File: src/rtl/burst_order_pkg.sv
package burst_order_pkg;

   typedef enum logic [1:0] {
      LEN_FIX8 = 2'b00,
      LEN_OTF  = 2'b01,
      LEN_FIX4 = 2'b10,
      LEN_RSVD = 2'b11
   } len_mode_e;

   typedef enum logic {
      ORD_SEQ   = 1'b0,
      ORD_INTLV = 1'b1
   } ord_e;

   typedef struct packed {
      logic wr;
      logic chop;
      logic early;
      ord_e ord;
   } burst_ctx_t;

endpackage

File: src/rtl/burst_mode_decode.sv
module burst_mode_decode
   import burst_order_pkg::*;
(
   input  len_mode_e len_mode,
   input  logic      cmd_chop,
   input  logic      cmd_write,
   output logic      chop,
   output logic      early
);

   always_comb begin
      unique case (len_mode)
         LEN_FIX4: chop = 1'b1;
         LEN_OTF:  chop = ~cmd_chop;
         default:  chop = 1'b0;
      endcase
      early = cmd_write & (len_mode == LEN_FIX4);
   end

endmodule

File: src/rtl/burst_beat_counter.sv
module burst_beat_counter #(
   parameter int unsigned BEAT_W = 3
) (
   input  logic              clk,
   input  logic              rst_n,
   input  logic              start,
   output logic              busy,
   output logic [BEAT_W-1:0] beat,
   output logic              last
);

   localparam logic [BEAT_W-1:0] BEAT_MAX = {BEAT_W{1'b1}};

   always_ff @(posedge clk) begin
      if (!rst_n) begin
         busy <= 1'b0;
         beat <= '0;
      end else if (start && !busy) begin
         busy <= 1'b1;
         beat <= '0;
      end else if (busy) begin
         if (beat == BEAT_MAX) busy <= 1'b0;
         beat <= beat + 1'b1;
      end
   end

   assign last = busy && (beat == BEAT_MAX);

   a_r2_first_beat: assert property (@(posedge clk) disable iff (!rst_n)
      (start && !busy) |=> (busy && beat == '0));

   a_r2_end_on_last: assert property (@(posedge clk) disable iff (!rst_n)
      $fell(busy) |-> $past(last));

endmodule

File: src/rtl/burst_col_map.sv
module burst_col_map
   import burst_order_pkg::*;
#(
   parameter int unsigned COL_W    = 3,
   parameter int unsigned GRP_W    = 2,
   parameter bit          INTLV_EN = 1'b1
) (
   input  logic [COL_W-1:0] start_col,
   input  logic [COL_W-1:0] beat,
   input  ord_e             ord,
   input  logic             wr,
   input  logic             chop,
   output logic [COL_W-1:0] col,
   output logic             drive
);

   localparam int unsigned HI_W = COL_W - GRP_W;

   logic [COL_W-1:0] seq_col;
   logic [COL_W-1:0] intlv_col;
   logic [COL_W-1:0] wr_col;
   logic [HI_W-1:0]  grp_sel;

   assign grp_sel = start_col[COL_W-1:GRP_W] ^ beat[COL_W-1:GRP_W];

   assign seq_col[GRP_W-1:0]     = start_col[GRP_W-1:0] + beat[GRP_W-1:0];
   assign seq_col[COL_W-1:GRP_W] = grp_sel;

   generate
      if (INTLV_EN) begin : g_intlv
         for (genvar b = 0; b < COL_W; b++) begin : g_bit
            assign intlv_col[b] = start_col[b] ^ beat[b];
         end
      end else begin : g_seq_only
         assign intlv_col = seq_col;
      end
   endgenerate

   assign wr_col = chop ? {grp_sel, beat[GRP_W-1:0]} : beat;

   always_comb begin
      if (wr)                  col = wr_col;
      else if (ord == ORD_INTLV) col = intlv_col;
      else                     col = seq_col;
      drive = !(chop && (beat[COL_W-1:GRP_W] != '0));
   end

endmodule

File: src/rtl/burst_order_gen.sv
module burst_order_gen
   import burst_order_pkg::*;
#(
   parameter int unsigned COL_W    = 3,
   parameter int unsigned GRP_W    = 2,
   parameter bit          INTLV_EN = 1'b1
) (
   input  logic             clk,
   input  logic             rst_n,
   input  logic             order_sel,
   input  logic [1:0]       len_sel,
   input  logic             cmd_valid,
   input  logic             cmd_write,
   input  logic [COL_W-1:0] cmd_col,
   input  logic             cmd_chop,
   output logic             busy,
   output logic [COL_W-1:0] beat_col,
   output logic             beat_drive,
   output logic             beat_last,
   output logic             wr_early
);

   generate
      if (GRP_W < 1 || COL_W != GRP_W + 1) begin : g_bad_geom
         $error("burst_order_gen: COL_W must equal GRP_W+1 with GRP_W>=1");
      end
   endgenerate

   logic             accept;
   logic             dec_chop;
   logic             dec_early;
   logic [COL_W-1:0] beat_idx;
   logic [COL_W-1:0] map_col;
   logic             map_drive;
   logic [COL_W-1:0] start_q;
   burst_ctx_t       ctx_q;

   assign accept = cmd_valid && !busy;

   burst_mode_decode u_dec (
      .len_mode  (len_mode_e'(len_sel)),
      .cmd_chop  (cmd_chop),
      .cmd_write (cmd_write),
      .chop      (dec_chop),
      .early     (dec_early)
   );

   always_ff @(posedge clk) begin
      if (!rst_n) begin
         start_q <= '0;
         ctx_q   <= '0;
      end else if (accept) begin
         start_q    <= cmd_col;
         ctx_q.wr    <= cmd_write;
         ctx_q.chop  <= dec_chop;
         ctx_q.early <= dec_early;
         ctx_q.ord   <= ord_e'(order_sel);
      end
   end

   burst_beat_counter #(.BEAT_W(COL_W)) u_cnt (
      .clk   (clk),
      .rst_n (rst_n),
      .start (cmd_valid),
      .busy  (busy),
      .beat  (beat_idx),
      .last  (beat_last)
   );

   burst_col_map #(
      .COL_W    (COL_W),
      .GRP_W    (GRP_W),
      .INTLV_EN (INTLV_EN)
   ) u_map (
      .start_col (start_q),
      .beat      (beat_idx),
      .ord       (ctx_q.ord),
      .wr        (ctx_q.wr),
      .chop      (ctx_q.chop),
      .col       (map_col),
      .drive     (map_drive)
   );

   assign beat_col   = busy ? map_col : '0;
   assign beat_drive = busy && map_drive;
   assign wr_early   = busy && ctx_q.early;

   a_r3_ignore_busy: assert property (@(posedge clk) disable iff (!rst_n)
      (busy && cmd_valid) |=> $stable(start_q));

   a_r9_write_linear: assert property (@(posedge clk) disable iff (!rst_n)
      (busy && ctx_q.wr && !ctx_q.chop) |-> (beat_col == beat_idx));

   a_r7_chop_float: assert property (@(posedge clk) disable iff (!rst_n)
      (busy && ctx_q.chop && beat_idx[COL_W-1]) |-> !beat_drive);

   a_r10_early_src: assert property (@(posedge clk) disable iff (!rst_n)
      wr_early |-> (busy && ctx_q.wr && ctx_q.chop));

   a_r1_idle_quiet: assert property (@(posedge clk) disable iff (!rst_n)
      !busy |-> (!beat_drive && !beat_last && !wr_early));

endmodule

File: config.mk
export PLATFORM = sky130hd
export DESIGN_NAME = burst_order_gen
export DESIGN_NICKNAME = d
export VERILOG_FILES = /design/src/rtl/burst_order_pkg.sv /design/src/rtl/burst_mode_decode.sv /design/src/rtl/burst_beat_counter.sv /design/src/rtl/burst_col_map.sv /design/src/rtl/burst_order_gen.sv
export SDC_FILE = /design/constraint.sdc
export NUM_CORES = 1
export LEC_CHECK = 0
export BUFFER_PORTS_ARGS = -buffer_cell sky130_fd_sc_hd__buf_2
export CAP_MARGIN = 20
export CORE_MARGIN = 4
export CORE_UTILIZATION = 47
export CTS_BUF_LIST = sky130_fd_sc_hd__clkbuf_4
export CTS_CLUSTER_DIAMETER = 30
export DETAILED_ROUTE_END_ITERATION = 16
export PLACE_DENSITY = 0.84
export SYNTH_ARGS = -nofsm -noshare
export SYNTH_HDL_FRONTEND = slang
export SYNTH_SLANG_ARGS = --single-unit
File: constraint.sdc
create_clock -name clk -period 1.1 [get_ports clk]
set_input_delay 0.11 -clock clk [delete_from_list [all_inputs] [get_ports clk]]
set_output_delay 0.11 -clock clk [all_outputs]
set_load 0.1 [all_outputs]
==> flow_metrics.env, run 1 <==
export IMPL_io_buffers=17
export IMPL_worst_path_end_type="primary output"
export IMPL_die_height_microns=44.3
export IMPL_ys_flop_type="dfxtp_1"
export IMPL_clock_sinks=11
export IMPL_place_hpwl_microns=1270
export IMPL_initial_utilization_pct=52.9
export IMPL_synth_distinct_cells=22
export IMPL_cts_max_path_buffers=2
export IMPL_synth_largest_area_cell="dfxtp_1"
export IMPL_gp_congestion=0.741
export IMPL_num_rows=12
export IMPL_failed_stage="5_1_grt"
export IMPL_dp_slack_ns=-0.439
export IMPL_outcome="aborted with a tool error"
export IMPL_clockRootBuffer="clkbuf_4"
export IMPL_grt_max_degree=12
export IMPL_seq_area_frac_synth_pct=35.6
export IMPL_worst_endpoint="beat_col[1]"
export IMPL_cts_buffers=3
export IMPL_io_pins=18
export IMPL_error="[ERROR DPL-0038] Utilization greater than 100%, impossible to legalize"
export IMPL_synth_edf_count=0
export IMPL_synth_top_area_share_pct=35.6
export IMPL_ys_seq_elements=11
export IMPL_synthTopCellsByArea="dfxtp_1 36%, ha_1 10%, nand2_1 7.9%, a21boi_0 6.1%, nor2b_1 5.1%"
export IMPL_ys_warn_count=0
export IMPL_async_reset_ff_share_pct=0
export IMPL_dieWidth_microns=44.3
export IMPL_syn_avg_cell_area_sq_um=8.26
export IMPL_h_tree_depth=1
export IMPL_synth_area_sq_um=619
export IMPL_synthCells=75
export IMPL_syn_nets=91
[synth_stat cells, types with 3 or more instances]
cell	number
inv_1	5
nor3b_1	3
dfxtp_1	11
nand2_1	13
ha_1	5
a21boi_0	5
mux2i_1	3
nor2b_1	5
a21oi_1	4
nor2_1	4
[metrics by stage]
stage,area [sq um],TNS (ns),cells,utilization (%)
CTS,1120,-3.16,121,95.5
floorplan,693,-2.18,75,-
detailed placement,941,-1.02,111,80.3
global placement,941,-0.825,111,80.3
[logic make-up after synthesis]
family                     synth area share [%]
AOI/OAI and AO/OA                          15.8
adders and majority gates                  10.1
buffers and inverters                      5.25
DFF                                        35.6
muxes                                      4.85
and+or+nand+nor                            28.5
[timing repair]
item / CTS
setup endpoints to repair: 9
hold buffers: 0
pin swaps: 5
buffers inserted: 6
gates resized for setup: 21
==> run 2: changes to the inputs <==
CORE_AREA = 4 4 65 67   (was unset)
CORE_MARGIN = unset   (was 4)
CORE_UTILIZATION = unset   (was 47)
CTS_BUF_LIST = unset   (was sky130_fd_sc_hd__clkbuf_4)
CTS_CLUSTER_DIAMETER = unset   (was 30)
DIE_AREA = 0 0 69 71   (was unset)
PLACE_DENSITY = unset   (was 0.84)
PLACE_DENSITY_LB_ADDON = 0.15   (was unset)
clock period = 1.43 ns   (was 1.1 ns; I/O delays follow)
==> flow_metrics.env, run 2 <==
export IMPL_reg_largest_list="ctx_q x4, start_q x3, u_cnt.beat x3"
export IMPL_syn_avg_cell_area_sq_um=8.26
export IMPL_ys_flop_type="dfxtp_1"
export IMPL_final_common_cell="nand2_1"
export IMPL_drcViolationCount=0
export IMPL_cts_buffers=3
export IMPL_routed_wl_met3_microns=86
export IMPL_dp_slack_ns=-0.110
export IMPL_worstSkewPairLatency_ns=0.24
export IMPL_finalHoldViolCount=0
export IMPL_r2r_end="u_cnt.beat[2]"
export IMPL_grt_pass1_vias=551
export IMPL_largest_reg_flops=4
export IMPL_h_tree_depth=1
export IMPL_crit_chain="ha_4 > nor2b_4 > mux2i_4 > mux2i_4 > buf_12"
export IMPL_yosysMostFrequentCell="nand2_1"
export IMPL_startpoint="start_q[0]"
export IMPL_ant_nets=0
export IMPL_rr_worst_depth=6
export IMPL_worstPathMaxFanout=2
export IMPL_regToRegSetupSlack_ns=0.18
export IMPL_rsz0062_at_grt="true"
export IMPL_reg2reg_from="u_cnt.beat[0]"
export IMPL_syn_nets=91
export IMPL_place_hpwl_microns=1190
export IMPL_async_reset_ff_share_pct=0
export IMPL_clock_sinks=11
export IMPL_drive_above_1_share_pct=46.5
export IMPL_synth_largest_area_cell="dfxtp_1"
export IMPL_wl_met1_microns=705
export IMPL_cts_hold_buf=0
export IMPL_io_pins=18
export IMPL_min_path_type="input pin to flip-flop"
export IMPL_die_area_sq_um=4900
export IMPL_post_route_period_util_pct=123
export IMPL_detail_route_wl_per_cell_microns=11.0
export IMPL_overflow=0
export IMPL_clockRootBuffer="clkbuf_8"
export IMPL_dr_wl_met2_microns=793
export IMPL_crit_family="multiplexers"
export IMPL_synthCells=75
export IMPL_cp_common_cell="mux2i_4"
export IMPL_seq_area_frac_synth_pct=35.6
export IMPL_synth_distinct_cells=22
export IMPL_start_kind="flip-flop"
export IMPL_power_density_nw_per_um2=824
export IMPL_ir_worst_vdd_mv=0.158
export IMPL_clkSlewWorstSetupHoldPaths_ns=0.05
export IMPL_num_rows=22
export IMPL_critPathSlowestCell="dfxtp_2"
export IMPL_skew_ns=0.000577
export IMPL_gp_congestion=0.686
export IMPL_cp_arrival_ns=1.62
export IMPL_setup_violations=4
export IMPL_viasPerCell=3.85
export IMPL_area_growth_pct=73.7
export IMPL_cp_num_cells=5
export IMPL_routed_wirelength_microns=1640
export IMPL_crit_required_ns=1.29
export IMPL_die_height_microns=71
export IMPL_fin_ws_ns=-0.335
export IMPL_grt_pass1_wl_microns=2530
export IMPL_setup_worst_path_end_class="output pin"
export IMPL_antenna_found_initial=0
export IMPL_grt_max_degree=15
export IMPL_cap_viol_max_count=0
export IMPL_ys_seq_elements=11
export IMPL_diodes=0
export IMPL_crit_end="beat_col[1]"
export IMPL_ys_warn_count=0
export IMPL_num_vias=573
export IMPL_slew_viol_final=0
export IMPL_fin_nets=118
export IMPL_outcome="finished with violations"
export IMPL_critPathKind="flip-flop to output pin"
export IMPL_crit_buf_inv=1
export IMPL_power_leakage_nw=0.419
export IMPL_cpPeakStageDelay_ns=0.35
export IMPL_yosys_top_cells_count="13 x nand2_1, 11 x dfxtp_1"
export IMPL_hold_start="cmd_col[2]"
export IMPL_tns_ns=-0.721
export IMPL_synth_area_sq_um=619
export IMPL_core_region_area_sq_um=3630
export IMPL_synthTopCellsByArea="dfxtp_1 36%, ha_1 10%, nand2_1 7.9%, a21boi_0 6.1%, nor2b_1 5.1%"
export IMPL_gr_usage_all_layers_pct=6.73
export IMPL_worstMarginPinSlew_ns=0.486
export IMPL_max_slew_margin_rel_pct=67.8
export IMPL_fmax_mhz=567
export IMPL_cts_max_path_buffers=2
export IMPL_period_needed_ns=1.76
export IMPL_synth_top_area_share_pct=35.6
export IMPL_firstDrtPassIters=4
export IMPL_dieWidth_microns=69
export IMPL_synth_edf_count=0
export IMPL_cts_tree="built"
export IMPL_mostFrequentLayoutCells="13 x nand2_1, 11 x buf_2, 7 x dfxtp_1"
export IMPL_violations="negative setup slack"
export IMPL_first_iter_violations=18
export IMPL_top_layer_used="met4"
export IMPL_io_buffers=17
export IMPL_initial_utilization_pct=17.0
export IMPL_regMostFlops="ctx_q"
## run 2: cell counts after synthesis
Identical to the previous run, type by type.
## run 2: repair_timing
action                                  CTS  global route
resized for setup                         7             8
endpoints found under the setup margin    4             4
buffers inserted                          0             4
cloned                                    0             0
pin swaps                                 2             3
## run 2: worst reg2reg max path: stages, from the launching register on
cell and delay, ns:
dfxtp_2 0.33, buf_4 0.13, buf_6 0.12, ha_4 0.15
ha_2 0.24, a21oi_1 0.12, nor2b_1 0.05
## run 2: worst min path at each step
stage | end | slack (ns) | cells past startpoint
global placement | start_q[1] | 0.40 | 3
detailed placement | start_q[1] | 0.40 | 3
floorplan | ctx_q[0] | 0.29 | 2
CTS | start_q[2] | 0.14 | 3
global route | start_q[2] | 0.16 | 3
finish | start_q[2] | 0.15 | 3
## run 2: cell type report
type,instances,area (sq um)
Inverter,5,18.8
Fill cell,405,2560
Clock buffer,4,45.0
Multi-Input combinational cell,56,478
Sequential cell,11,228
Tap cell,48,60.1
Timing Repair Buffer,25,246
## run 2: layer usage
layer  global-route usage [%]  vias up
met4                     5.21        0
met1                     7.28      257
li1                         -      297
met5                        0        -
met3                     2.56        6
met2                     10.6       13
## run 2: power breakdown
group | total, mW | switching, mW | internal [mW]
Sequential | 0.340 | 0.0172 | 0.323
Clock | 0.316 | 0.120 | 0.196
Combinational | 0.230 | 0.129 | 0.101
## run 2: kinds of logic (layout without fill, tap and decap cells)
group,after synthesis,in the layout,synth area share (%)
simple gates,33,33,28.5
compound gates,15,15,15.8
flops,11,11,35.6
buf+inv,8,34,5.25
fa+ha+maj,5,5,10.1
mux,3,3,4.85
## run 2: stage by stage
stage | instances | hold WS [ns] | power (mW) | instance area (sq um) | utilization (%)
after floorplan | 75 | 0.288 | 0.476 | 687 | -
after global placement | 141 | 0.395 | 0.543 | 932 | 25.7
after detailed placement | 141 | 0.404 | 0.544 | 932 | 25.7
after CTS | 145 | 0.145 | 0.879 | 996 | 27.4
after global routing | 149 | 0.156 | 0.931 | 1080 | 29.6
final | 149 | 0.146 | 0.886 | 1080 | 29.6
No activity file was read; power rests on OpenSTA's default activity.
